**src/rtl/seg_xlate_pkg.sv**
```systemverilog
// Package: shared types for the segment address translator.
// Assumes: a single mode bit selects the translation rule.
package seg_xlate_pkg;
    typedef enum logic {
        MODE_REAL = 1'b0,
        MODE_PROT = 1'b1
    } xl_mode_e;
endpackage

```
**src/rtl/seg_real_calc.sv**
```systemverilog
// Real-mode address former: shifts the segment left and adds the offset.
// Assumes: REAL_ADDR_W >= SEG_W, and the offset is as wide as the segment.
// A carry beyond REAL_ADDR_W bits is discarded (wrap within the space).
module seg_real_calc #(
    parameter int SEG_W       = 16,
    parameter int REAL_ADDR_W = 20
) (
    input  logic [SEG_W-1:0]       seg,
    input  logic [SEG_W-1:0]       off,
    output logic [REAL_ADDR_W-1:0] lin
);
    localparam int SHIFT = REAL_ADDR_W - SEG_W;
    localparam int SUM_W = REAL_ADDR_W + 1;

    logic [SUM_W-1:0] sum;

    // Purpose: shifted segment plus zero-extended offset, then truncate.
    always_comb begin
        sum = {1'b0, seg, {SHIFT{1'b0}}} + {{(SUM_W-SEG_W){1'b0}}, off};
        lin = sum[REAL_ADDR_W-1:0];
    end
endmodule

```
**src/rtl/seg_prot_calc.sv**
```systemverilog
// Protected-mode address former: base plus offset, with a page-granular
// limit check and a present-bit check.
// Assumes: the limit counts pages of 2^(ADDR_W-LIMIT_W) bytes.
module seg_prot_calc #(
    parameter int ADDR_W      = 32,
    parameter int LIMIT_W     = 20,
    parameter int ACC_W       = 8,
    parameter int PRESENT_BIT = 7
) (
    input  logic [ADDR_W-1:0]  base,
    input  logic [LIMIT_W-1:0] limit,
    input  logic [ACC_W-1:0]   access,
    input  logic [ADDR_W-1:0]  off,
    output logic [ADDR_W-1:0]  lin,
    output logic               fault
);
    localparam int PAGE_SHIFT = ADDR_W - LIMIT_W;

    logic over_limit;
    logic absent;

    // Purpose: the offset page index must stay below the limit.
    always_comb over_limit = off[ADDR_W-1:PAGE_SHIFT] >= limit;

    // Purpose: decode the present flag from the access field.
    always_comb absent = ~access[PRESENT_BIT];

    // Purpose: form the address and merge the fault causes.
    always_comb begin
        lin   = base + off;
        fault = over_limit | absent;
    end
endmodule

```
**src/rtl/seg_xlate.sv**
```systemverilog
// Segment address translator top: picks real or protected translation per
// request and registers address, fault and valid one cycle later.
// Assumes: synchronous active-low reset; outputs hold while idle.
module seg_xlate
    import seg_xlate_pkg::*;
#(
    parameter int SEG_W       = 16,
    parameter int REAL_ADDR_W = 20,
    parameter int ADDR_W      = 32,
    parameter int LIMIT_W     = 20,
    parameter int ACC_W       = 8,
    parameter int PRESENT_BIT = 7
) (
    input  logic              clk,
    input  logic              rst_n,
    input  logic              in_valid,
    input  logic              in_mode,
    input  logic [SEG_W-1:0]  in_seg,
    input  logic [ADDR_W-1:0] in_off,
    input  logic [ADDR_W-1:0] desc_base,
    input  logic [LIMIT_W-1:0] desc_limit,
    input  logic [ACC_W-1:0]  desc_access,
    output logic              out_valid,
    output logic [ADDR_W-1:0] out_addr,
    output logic              out_fault
);
    localparam int PAD_W = ADDR_W - REAL_ADDR_W;

    xl_mode_e              mode;
    logic [REAL_ADDR_W-1:0] real_lin;
    logic [ADDR_W-1:0]     prot_lin;
    logic                  prot_fault;
    logic [ADDR_W-1:0]     sel_addr;
    logic                  sel_fault;

    // Purpose: give the mode bit its enumerated meaning.
    always_comb mode = xl_mode_e'(in_mode);

    seg_real_calc #(
        .SEG_W       (SEG_W),
        .REAL_ADDR_W (REAL_ADDR_W)
    ) u_real (
        .seg (in_seg),
        .off (in_off[SEG_W-1:0]),
        .lin (real_lin)
    );

    seg_prot_calc #(
        .ADDR_W      (ADDR_W),
        .LIMIT_W     (LIMIT_W),
        .ACC_W       (ACC_W),
        .PRESENT_BIT (PRESENT_BIT)
    ) u_prot (
        .base   (desc_base),
        .limit  (desc_limit),
        .access (desc_access),
        .off    (in_off),
        .lin    (prot_lin),
        .fault  (prot_fault)
    );

    // Purpose: select the result of the active mode; a fault zeroes the address.
    always_comb begin
        if (mode == MODE_PROT) begin
            sel_fault = prot_fault;
            sel_addr  = prot_fault ? '0 : prot_lin;
        end else begin
            sel_fault = 1'b0;
            sel_addr  = {{PAD_W{1'b0}}, real_lin};
        end
    end

    // Purpose: register the result one cycle after a request, hold when idle.
    always_ff @(posedge clk) begin
        if (!rst_n) begin
            out_valid <= 1'b0;
            out_addr  <= '0;
            out_fault <= 1'b0;
        end else begin
            out_valid <= in_valid;
            if (in_valid) begin
                out_addr  <= sel_addr;
                out_fault <= sel_fault;
            end
        end
    end

    a_r1_valid_follows: assert property (@(posedge clk) disable iff (!rst_n)
        in_valid |=> out_valid);
    a_r1_idle_quiet: assert property (@(posedge clk) disable iff (!rst_n)
        !in_valid |=> !out_valid);
    a_r2_real_upper_zero: assert property (@(posedge clk) disable iff (!rst_n)
        (in_valid && !in_mode) |=> (out_addr[ADDR_W-1:REAL_ADDR_W] == '0));
    a_r4_real_no_fault: assert property (@(posedge clk) disable iff (!rst_n)
        (in_valid && !in_mode) |=> !out_fault);
    a_r7_absent_faults: assert property (@(posedge clk) disable iff (!rst_n)
        (in_valid && in_mode && !desc_access[PRESENT_BIT]) |=> out_fault);
    a_r8_fault_zero_addr: assert property (@(posedge clk) disable iff (!rst_n)
        out_fault |-> (out_addr == '0));
    a_r10_hold_idle: assert property (@(posedge clk) disable iff (!rst_n)
        !in_valid |=> ($stable(out_addr) && $stable(out_fault)));
endmodule

```
**config.mk**
```make
export PLATFORM = sky130hd
export DESIGN_NAME = seg_xlate
export DESIGN_NICKNAME = d
export VERILOG_FILES = /design/src/rtl/seg_xlate_pkg.sv /design/src/rtl/seg_real_calc.sv /design/src/rtl/seg_prot_calc.sv /design/src/rtl/seg_xlate.sv
export SDC_FILE = /design/constraint.sdc
export NUM_CORES = 1
export LEC_CHECK = 0
export ABC_AREA = 1
export CORE_AREA = 4 4 92 94
export DETAILED_ROUTE_END_ITERATION = 6
export DIE_AREA = 0 0 96 98
export DONT_BUFFER_PORTS = 1
export PLACE_DENSITY = 0.79
export SYNTH_ARGS = -nofsm -noshare
export SYNTH_HDL_FRONTEND = slang
export SYNTH_SLANG_ARGS = --single-unit
```
**constraint.sdc**
```tcl
create_clock -name clk -period 2.4 [get_ports clk]
set_clock_uncertainty 0.1 [all_clocks]
set_input_delay 0.48 -clock clk [delete_from_list [all_inputs] [get_ports clk]]
set_output_delay 0.48 -clock clk [all_outputs]
set_load 0.05 [all_outputs]
```
==> metrics.md <==
| Metric | Value |
|---|---|
| Unique masters post-synth | 31 |
| Status | finished clean |
| # setup viols final | 0 |
| CP Data Arrival Time | 2.20 ns |
| Final HPWL DP | 12900 um |
| Detailed-route wire length | 15100 um |
| Initial DRC Count | 294 |
| Core Rows | 32 |
| R2R Setup Slk | 1.18 ns |
| Number of gates resized after cts | 0 |
| Peak VDD IR | 0.000272 V |
| Max-Cap Viols | 0 |
| Commonest non-fill, non-tap cells in the layout | nand2_1, inv_1, nor2_1 |
| Hold_buf cts | 0 |
| Number of antenna diodes | 0 |
| Post-route non-filler standard cell count | 981 |
| Syn_nets | 1041 |
| Drt pass-1 iters | 5 |
| Most common cell after layout, fill and taps aside | nand2_1 |
| Routability Congestion | 0.976 |
| Critical path fanouts, max | 4 |
| Min Tclk post-route | 2.14 ns |
| Element type at the critical path end | flip-flop |
| TritonCTS clock tree | done |
| Die Area | 0.00941 mm^2 |
| Worst r2r dst | out_addr[14]$_SDFFE_PN0P_ |
| First-pass GRT wire length | 24800 um |
| #FFs+latches synth | 34 |
| Worst setup SP type | input port |
| RSZ-0062 raised after global routing | false |
| Vias in the first global route | 5471 |
| Final Hold Viols | 0 |
| Postcts setup bufs | 0 |
| Worst path required time | 2.46 ns |
| Tightest Hold Check Type | input port to flip-flop |
| Layout Utilization | 0.684 |
| Setup crit start | in_off[0] |
| Synth warn | 0 |
| Synth-to-layout area growth | 7.73% |
| H-tree Lvls | 2 |
| Initial core utilization | 0.635 |
| Max-slew violations | 0 |
| Layout cells sized above 1 | 0.0364 |
| Worst reg2reg path depth | 4 |
| Placed Cells | 973 |
| Lkg Pwr | 2.94 nW |
| Mean Syn Cell Area | 5.62 um^2 |
| Clk slew on worst S/H paths | 0.09 ns |
| Tot GR Track Use | 0.327 |
| Root buffer cell | clkbuf_8 |
| Synth Instances | 864 |
| Met2 routed WL | 7340 um |
| WL met1 | 6020 um |
| Clk_lat worst skew | 0.29 ns |
| DRC Markers | 0 |
| Port bufs | 0 |
| Synthesized cell area | 0.00485 mm^2 |
| Setup TNS | 0 ns |
| Initial antenna violation count | 0 |
| Final instance area | 0.00523 mm^2 |
| Largest net degree at the start of global routing | 31 |
| CTS max path bufs | 2 |
| PwrDens | 449 mW/mm^2 |
| Vias | 5453 |
| Highest metal used | met4 |
| Tightest Pin Transition | 0.630 ns |
| Top Ports | 146 |
| Tcrit/Tclk final | 0.891 |
| Critical R2R Launch | out_addr[14]$_SDFFE_PN0P_ |
| Clock sink count | 34 |
| WL/cell | 15.4 um |
| Worst setup path category | input port to flip-flop |
| Die width | 96 um |
| Met3 WL post-DR | 1110 um |
| Post-DP Area | 0.00509 mm^2 |
| Clock buffer count from CTS | 5 |
| Vias/cell | 5.56 |
| Die height | 98 um |
| Worst setup path endpoint | out_addr[28]$_SDFFE_PN0P_ |
| Layout Nets | 1055 |
| Final ANT Viol Nets | 0 |
| Core Region | 0.00765 mm^2 |
| F_max | 467 MHz |
| Overflow after GRT | 0 |
| Max_slew headroom | 0.580 |
| Seq/Total Area, Yosys | 0.140 |
==> worst max-delay path, cell delays in order <==
cell	delay [ns]
ha_1	0.16
inv_1	0.06
fa_1	0.40
inv_1	0.09
nand3_1	0.07
nand3_1	0.15
nand2_1	0.07
nand2_1	0.13
nand2_1	0.07
nand2_1	0.13
nand2_1	0.10
nand2_1	0.07
nand2_1	0.05
nand3_1	0.10
a21oi_1	0.07
==> per-stage QoR <==
stage / total power [mW] / hold WS, ns / worst slack, ns
2_1_floorplan: 1.44 / 0.562 / 0.209
3_3_place_gp: 1.64 / 0.491 / 0.0340
3_5_place_dp: 1.67 / 0.491 / -0.0267
4_1_cts: 2.34 / 0.170 / 0.273
5_1_grt: 2.51 / 0.169 / 0.0441
6_report: 2.35 / 0.175 / 0.260
==> kinds of logic after synthesis <==
family	count (synthesis)	share of synthesized area
xor+xnor	19	0.0343
simple gates	472	0.403
buf+inv	158	0.125
compound gates	116	0.127
flops	34	0.140
fa+ha+maj	65	0.171
==> cell usage after synthesis <==
| master | n | share of area |
|---|---|---|
| a21oi_2 | 1 | 0.0018 |
| buf_2 | 1 | 0.0010 |
| buf_1 | 1 | 0.00077 |
| nand4_1 | 12 | 0.015 |
| a21o_1 | 5 | 0.0077 |
| nand3b_1 | 10 | 0.015 |
| a22oi_1 | 1 | 0.0015 |
| o21ai_0 | 31 | 0.032 |
| o21a_1 | 1 | 0.0015 |
| inv_1 | 145 | 0.11 |
| o21bai_1 | 3 | 0.0046 |
| xor2_1 | 17 | 0.031 |
| dfxtp_1 | 34 | 0.14 |
| nand3_2 | 1 | 0.0021 |
| nor3_1 | 4 | 0.0041 |
| xnor2_1 | 2 | 0.0036 |
| fa_1 | 2 | 0.0082 |
| a21oi_1 | 68 | 0.070 |
| o211ai_1 | 1 | 0.0015 |
| nor2_4 | 2 | 0.0046 |
| a31oi_1 | 5 | 0.0064 |
| and2_1 | 1 | 0.0013 |
| nor2_1 | 69 | 0.053 |
| buf_6 | 1 | 0.0023 |
| nand3_1 | 67 | 0.069 |
| or2_2 | 1 | 0.0013 |
| nand2_1 | 305 | 0.24 |
| buf_4 | 1 | 0.0015 |
| clkbuf_1 | 8 | 0.0062 |
| clkinv_1 | 1 | 0.00077 |
| ha_1 | 63 | 0.16 |
==> layer usage <==
layer | vias up | global-route usage
met3 | 45 | 0.0601
met2 | 235 | 0.580
met4 | 0 | 0.146
li1 | 2773 | -
met1 | 2400 | 0.371
met5 | - | 0
==> worst min-delay path by stage <==
stage	from	to	slack [ns]	depth (start not counted)
after CTS	in_valid	out_addr[8]$_SDFFE_PN0P_	0.17	1
after global routing	in_valid	out_addr[8]$_SDFFE_PN0P_	0.17	1
after global placement	rst_n	out_addr[16]$_SDFFE_PN0P_	0.49	2
after floorplan	in_seg[12]	out_addr[16]$_SDFFE_PN0P_	0.56	3
final	in_valid	out_addr[8]$_SDFFE_PN0P_	0.18	1
after detailed placement	rst_n	out_addr[16]$_SDFFE_PN0P_	0.49	2
==> registers in the layout (all words and copies together), names as in the netlist <==
signal and cells:
out_addr 32, out_valid 1, out_fault 1
==> report_power, final <==
part / internal (mW) / total [mW] / switching [mW]
clock network: 0.417 / 0.673 / 0.256
logic: 0.348 / 0.936 / 0.587
registers: 0.598 / 0.741 / 0.143
total: 1.36 / 2.35 / 0.986
==> cell type report <==
cell class	instances	area [um^2]
repair buffers	19	168
inverters	146	548
fillers	726	2420
multi-input cells	672	3570
well taps	102	128
flip-flops and latches	34	681
clock buffers	5	68.8
clock inverters	3	68.8
No activity file was read; power rests on OpenSTA's default activity.
